`src/rtl/spi_reg_master.sv`:
```
module spi_reg_master #(
  parameter int DIV = 2
) (
  input  logic       clk,
  input  logic       rst_n,
  input  logic       start,
  input  logic       wr,
  input  logic [4:0] reg_addr,
  input  logic [7:0] wdata,
  output logic       busy,
  output logic       done,
  output logic [7:0] rdata,
  output logic [7:0] status,
  output logic       ss_n,
  output logic       sclk,
  output logic       mosi,
  input  logic       miso
);

  localparam int CW = $clog2(2 * DIV) + 1;
  localparam int NBITS = 16;

  typedef enum logic [1:0] {S_IDLE, S_SHIFT, S_GAP} state_t;

  state_t        st;
  logic [CW-1:0] cnt;
  logic [3:0]    bitn;
  logic [15:0]   tx;
  logic [14:0]   rx;

  wire [7:0] cmd      = {reg_addr, 1'b0, wr, 1'b0};
  wire       half_end = (cnt == CW'(DIV - 1));
  wire       gap_end  = (cnt == CW'(2 * DIV - 1));

  assign busy = (st != S_IDLE);

  always_ff @(posedge clk or negedge rst_n) begin
    if (!rst_n) begin
      st     <= S_IDLE;
      cnt    <= '0;
      bitn   <= '0;
      tx     <= '0;
      rx     <= '0;
      ss_n   <= 1'b1;
      sclk   <= 1'b0;
      mosi   <= 1'b0;
      done   <= 1'b0;
      rdata  <= '0;
      status <= '0;
    end else begin
      done <= 1'b0;
      case (st)
        S_IDLE: if (start) begin
          tx   <= {cmd, wr ? wdata : 8'h00};
          mosi <= cmd[7];
          ss_n <= 1'b0;
          sclk <= 1'b0;
          cnt  <= '0;
          bitn <= '0;
          st   <= S_SHIFT;
        end
        S_SHIFT: begin
          if (!half_end) begin
            cnt <= cnt + 1'b1;
          end else begin
            cnt <= '0;
            if (!sclk) begin
              sclk <= 1'b1;
            end else begin
              sclk <= 1'b0;
              rx   <= {rx[13:0], miso};
              if (bitn == 4'(NBITS - 1)) begin
                ss_n   <= 1'b1;
                mosi   <= 1'b0;
                done   <= 1'b1;
                status <= rx[14:7];
                rdata  <= {rx[6:0], miso};
                st     <= S_GAP;
              end else begin
                bitn <= bitn + 1'b1;
                tx   <= {tx[14:0], 1'b0};
                mosi <= tx[14];
              end
            end
          end
        end
        S_GAP: begin
          if (gap_end) begin
            cnt <= '0;
            st  <= S_IDLE;
          end else begin
            cnt <= cnt + 1'b1;
          end
        end
        default: st <= S_IDLE;
      endcase
    end
  end

  logic [CW-1:0] hi_cnt;
  always_ff @(posedge clk or negedge rst_n) begin
    if (!rst_n)
      hi_cnt <= CW'(2 * DIV);
    else if (!ss_n)
      hi_cnt <= '0;
    else if (hi_cnt != CW'(2 * DIV))
      hi_cnt <= hi_cnt + 1'b1;
  end

  assert_idle_levels_R1: assert property (@(posedge clk) disable iff (!rst_n)
    !busy |-> (ss_n && !sclk && !mosi));

  assert_sclk_gated_R4: assert property (@(posedge clk) disable iff (!rst_n)
    ss_n |-> !sclk);

  assert_mosi_stable_high_R4: assert property (@(posedge clk) disable iff (!rst_n)
    sclk |-> $stable(mosi));

  assert_done_at_ss_rise_R8: assert property (@(posedge clk) disable iff (!rst_n)
    done |-> (ss_n && $past(!ss_n)));

  assert_done_single_R8: assert property (@(posedge clk) disable iff (!rst_n)
    done |=> !done);

  assert_busy_covers_done_R9: assert property (@(posedge clk) disable iff (!rst_n)
    done |-> busy);

  assert_select_needs_start_R9: assert property (@(posedge clk) disable iff (!rst_n)
    $fell(ss_n) |-> $past(start && !busy));

  assert_min_gap_R10: assert property (@(posedge clk) disable iff (!rst_n)
    $fell(ss_n) |-> (hi_cnt >= CW'(2 * DIV)));

endmodule

```
`config.mk`:
```
export PLATFORM = sky130hd
export DESIGN_NAME = spi_reg_master
export DESIGN_NICKNAME = d
export VERILOG_FILES = /design/src/rtl/spi_reg_master.sv
export SDC_FILE = /design/constraint.sdc
export NUM_CORES = 1
export LEC_CHECK = 0
export ABC_CLOCK_PERIOD_IN_PS = 3820
export CORE_ASPECT_RATIO = 0.75
export CORE_UTILIZATION = 24
export CTS_CLUSTER_SIZE = 28
export DETAILED_ROUTE_END_ITERATION = 12
export GPL_ROUTABILITY_DRIVEN = 0
export PLACE_DENSITY = 0.52
export SLEW_MARGIN = 20
export SYNTH_ARGS = -nofsm -noshare
export SYNTH_HDL_FRONTEND = slang
export SYNTH_SLANG_ARGS = --single-unit
```
`constraint.sdc`:
```
create_clock -name clk -period 3.82 [get_ports clk]
set_input_delay 0.573 -clock clk [delete_from_list [all_inputs] [get_ports clk]]
set_output_delay 0.573 -clock clk [all_outputs]
set_load 0.01 [all_outputs]
```
# ---- Yosys cells after proc, flatten, opt, wreduce, memory -nomap -nowiden
# Index checks and enable logic that the tools add are counted.
dict set report op_classes {
  add_sub_neg 2
  n_mul 0
  div 0
  n_lt_le_gt_ge 0
  eq_ne 11
  shifts 0
  mux 38
  bitwise 0
  n_reduce_logical 12
}
# op count
set op_table {}
lappend op_table {{$mux W15} 4}
lappend op_table {{$pmux W15 S2} 1}
lappend op_table {{$mux W4} 4}
lappend op_table {{$reduce_and A5 Y1} 3}
lappend op_table {{$mux W1} 14}
lappend op_table {{$ne A2 B2 Y1 const B} 6}
lappend op_table {{$mux W2} 5}
lappend op_table {{$mux W3} 3}
lappend op_table {{$pmux W3 S3} 1}
lappend op_table {{$mux W8} 1}
lappend op_table {{$pmux W4 S2} 1}
lappend op_table {{$reduce_and A4 Y1} 2}
lappend op_table {{$pmux W1 S2} 3}
lappend op_table {{$pmux W2 S3} 1}
lappend op_table {{$reduce_and A3 Y1} 2}
lappend op_table {{$add A4 B1 Y4 const B} 1}
lappend op_table {{$eq A4 B4 Y1 const B} 1}
lappend op_table {{$reduce_bool A2 Y1} 2}
lappend op_table {{$add A3 B1 Y3 const B} 1}
lappend op_table {{$eq A3 B1 Y1 const B} 1}
lappend op_table {{$eq A3 B2 Y1 const B} 1}
lappend op_table {{$reduce_bool A3 Y1} 1}
lappend op_table {{$eq A2 B1 Y1 const B} 1}
lappend op_table {{$eq A2 B2 Y1 const B} 1}
lappend op_table {{2 further kinds} 2}
dict set report totals {
  ff_bits 59
  latch_bits 0
  ramBits 0
  mem_bits_ro 0
  inputBits 18
  out_inout_bits 21
  elab_cells 74
  memories 0
}

# ---- Longest topological paths before layout
dict set report logic_depth {
  word_depth 5
  mapped_depth 9
}

# ---- Least setup slack after synthesis
# No wires, ideal clock.
dict set report synth_path {
  path_type {register -> register}
  startpoint {register st[1]}
  endpoint {register bitn[0]}
  t_arrival_ps 1875
  required_ps 3695
  path_slack_ps 1820
  path_stages_with_launch 10
  path_buffers 3
  path_cell_list {dfrtp_1 > inv_1 > ha_1 > buf_6 > and2b_4 > a211oi_4 > a21boi_2 > buf_6 > buf_12 > mux2_4}
}
dict set report synth_via {
  elab_chain_len 3
  elab_cells_between_ends 9
  classes_between {eq/ne: 5; mux: 1; reduce/logical: 3}
}
# item line_no
set synth_lines {}
lappend synth_lines {{start: declaration} 25} ;# state_t st;
lappend synth_lines {{start signal: assignment} 39} ;# st <= S_IDLE;
lappend synth_lines {{start signal: assignment} 60} ;# st <= S_SHIFT;
lappend synth_lines {{start signal: assignment} 78} ;# st <= S_GAP;
lappend synth_lines {{$eq A2 B1 Y1 or $logic_not A2 Y1 (tied branches)} 52} ;# case (st)
lappend synth_lines {{$ne A2 B2 Y1 (no source line) or $reduce_bool A2 Y1 (tied branches)} -}
lappend synth_lines {{$reduce_and A5 Y1 (no source line)} -}
lappend synth_lines {{end signal: assignment} 80} ;# bitn <= bitn + 1'b1;
lappend synth_lines {{end: declaration} 27} ;# logic [3:0] bitn;
# Parallel ways exist; a longest one is shown, timed or not.
# A chain may end at the register's enable or synchronous reset.

# ---- Worst setup path after layout
dict set report layout_path {
  startpoint {register st[1]}
  endpoint {register tx[14]}
}
dict set report layout_via {
  elab_chain_len 3
  elab_cells_between_ends 9
  classes_between {eq/ne: 5; mux: 1; reduce/logical: 3}
}
# item line_no
set layout_lines {}
lappend layout_lines {{$eq A2 B1 Y1 or $logic_not A2 Y1 (tied branches)} 52}
lappend layout_lines {{$ne A2 B2 Y1 (no source line) or $reduce_bool A2 Y1 (tied branches)} -}
lappend layout_lines {{$reduce_and A5 Y1 (no source line)} -}
lappend layout_lines {{end signal: assignment} 54} ;# tx <= {cmd, wr ? wdata : 8'h00};
lappend layout_lines {{end signal: assignment} 81} ;# tx <= {tx[14:0], 1'b0};
lappend layout_lines {{end: declaration} 28} ;# logic [15:0] tx;
# Parallel ways exist; a longest one is shown, timed or not.

==> metrics.csv <==
stage;metric;value;unit
floorplan;# rows;33;
synthesis;mux share of post-synthesis cell area;23.4;%
critical_path;Critical Path End Type;flop;
synthesis;area share of the largest cell type after synthesis;52.9;%
place;HPWL after DPL;3.42;mm
critical_path;worst endpoint required time;4.03;ns
critical_path;worst path bufs/invs;3;
cts;Post-CTS Setup Bufs;0;
pwr;cell area power density;399;nW/um^2
synthesis;sequential fraction of the synthesis area;53.9;%
sta;Setup TNS Final;0;ns
sta;final setup skew;0.00458;ns
cts;CTS Root Cell;clkbuf_16;
synthesis;Synth Area in Simple Gates;7.25;%
cts;Clock Sinks;59;
critical_path;startpoint types;flop;
layout;fin cells;391;
pwr;peak supply drop;0.000182;V
sta;Final Hold Fails;0;
synthesis;Synth Area in Compound Gates;6.84;%
routing;per-cell routed wire length;13.0;um
synthesis;post-synthesis xor/xnor area fraction;0;%
sta;Slew Limit Headroom;62.1;%
sta;Period Utilization, post-route;66.3;%
routing;# DRC;1;
critical_path;critical path class;reg -> reg;
routing;DRT iter0 DRCs;38;
critical_path;CP top delay family;buffers and inverters;
cts;clk_lat worst skew;0.32;ns
global_route;first-pass GRT wire length;8.72;mm
synthesis;yosys warns;0;
synthesis;cell taking the most area after synthesis;dfrtp_1;
synthesis;most common cell in the synthesized netlist;dfrtp_1;
layout;fill count;1112;
hold_path;Hold Crit Class;in -> async;
critical_path;reg2reg setup slack;1.29;ns
critical_path;CP max-delay cell;dfrtp_1;
global_route;number of global-route vias before repair;1775;
routing;1st-pass router iterations;8;
critical_path;CP arrival;2.74;ns
sta;RSZ-0062 raised after global routing;no;
sta;Slew Limit Fails;0;
cts;CTS tree;built;
routing;DR vias/cell;4.30;
routing;via count;1683;
place;port bufs;38;
synthesis;Post-synth EDFFs;0;
cts;register clock-pin slew on the reported worst setup and hold paths;0.05;ns
routing;Routed Antenna Nets;0;
layout;layout cells sized above 1;31.1;%
floorplan;core area;11000;um^2
routing;Routed WL;5.07;mm
layout;Net count, final;276;
sta;final setup fails;0;
place;dpl ws;1.26;ns
floorplan;DIE AREA;11900;um^2
cts;CTS H-tree lvls;3;
floorplan;die width;125;um
pwr;leakage;1.61;nW
cts;PostCTS Resize Cnt;0;
synthesis;Synth Flop Type;dfrtp_1;
outcome;status;finished, violations left;
global_route;total track usage;9.68;%
cts;maximum clock insertion buffer count;2;
synthesis;Post-Synth Adder-Cell Area;4.56;%
sta;Achievable Freq;0.395;GHz
sta;Slew @ Worst Pin;0.567;ns
synthesis;syn_nets;230;
sta;Final WS setup;1.29;ns
synthesis;top cells by count, synth;dfrtp_1 (58), mux2_2 (46), inv_1 (13);
floorplan;I/O Pins;39;
critical_path;crit-path cells;inv_1 -> ha_1 -> buf_4 -> and2b_4 -> a211oi_4 -> a21boi_2 -> buf_4 -> mux2_2;
synthesis;FF+latch count, synth;59;
synthesis;Mapped Cells;202;
critical_path;crit path from;st[1];
place;Cell Count Post-Placement;377;
critical_path;crit-path max FO;19;
floorplan;Die Height;94.6;um
synthesis;ranking of synthesized cells by area;dfrtp_1 (53%), mux2_2 (19%), ha_1 (4.6%), mux2_4 (2.7%), a22o_1 (1.9%);
floorplan;Starting Density;24.9;%
synthesis;Synth cell types;36;
synthesis;Mean Syn Cell Area;13.6;um^2
critical_path;worst r2r path cells;8;
synthesis;Post-Syn Area;2740;um^2
critical_path;worst r2r src;st[1];
outcome;failing checks;design-rule violations;
cts;cts bufs inserted;9;
critical_path;max incr delay on CP;0.39;ns
layout;# diodes;0;
layout;Area growth syn-to-layout;28.7;%
global_route;initial antenna violation count;0;
synthesis;largest family of logic cells by synthesized area;multiplexers;
global_route;largest net degree at the start of global routing;45;
critical_path;RR Endpoint;tx[14];
sta;minimum clock period;2.53;ns
synthesis;Synth async-reset ratio;100;%
run;Max Cap Violations;0;
global_route;GRT overflow;0;
critical_path;crit-path most repeated cell;buf_4;
cts;hold_buf cts;0;
[report_power, final]
group	switching, mW	internal [mW]
clock	0.263	0.462
combinational	0.0178	0.0240
sequential	0.00623	0.635
total	0.287	1.12
[per-stage QoR]
stage                     area [um^2]  hold slack, ns  total power, mW  utilization [%]
after CTS                        3530           0.451             1.44             32.0
after global routing             3530           0.297             1.47             32.0
final                            3530           0.244             1.41             32.0
after detailed placement         3260           0.496            0.695             29.6
after floorplan                  2740           0.277            0.659                -
after global placement           3260           0.490            0.694             29.6
[layer usage]
layer	vias up	track usage, %	part of all wire (%)
li1	807	-	-
met1	838	13.1	52
met2	26	13.7	42
met3	12	2.38	2.8
met4	0	6.61	2.5
met5	-	0	0
[logic make-up (layout without fill, tap and decap cells)]
logic type	after synthesis	in the layout
flip-flops	59	59
multiplexers	56	56
AND/OR/NAND/NOR	33	33
AO/OA/AOI/OAI	24	24
buffers and inverters	20	69
adder cells (fa/ha/maj)	10	10
[worst max-delay path by stage]
stage	cells past startpoint	endpoint	slack, ns
finish	8	tx[14]	1.29
detailed placement	6	tx[14]	1.26
global route	8	tx[5]	1.19
floorplan	9	bitn[0]	1.82
CTS	8	tx[14]	1.26
global placement	6	tx[4]	1.30
[state kept, by name, summed over array words and instances, names as in the netlist, 2 cells and up]
register and count:
tx 15, bitn 4, status 8, st 2, rdata 8, cnt 3
rx 15
[placed cells by master (no fill, tap or decap), types with 3 or more instances in the layout]
master	Yosys	layout
nand3_1	3	3
mux2_2	46	46
mux2_4	5	5
nand2_1	11	11
a22o_1	6	6
clkinv_2	0	3
a21oi_1	3	3
dfrtp_1	58	58
o21ai_0	6	6
nor2_1	3	3
clkbuf_16	0	9
buf_4	1	5
nor2b_1	3	3
mux2i_1	5	5
ha_1	10	10
clkdlybuf4s50_1	0	37
inv_1	13	13
[layout make-up]
class	count	area [um^2]	share of cell area, %
tap	140	175	4.96
sequential	59	1480	41.8
multi-input combinational	123	1150	32.7
inverter	13	48.8	1.38
clock buffer	11	253	7.16
clock inverter	3	15.0	0.425
timing repair buffer	42	408	11.5
No activity file was read; power rests on OpenSTA's default activity.
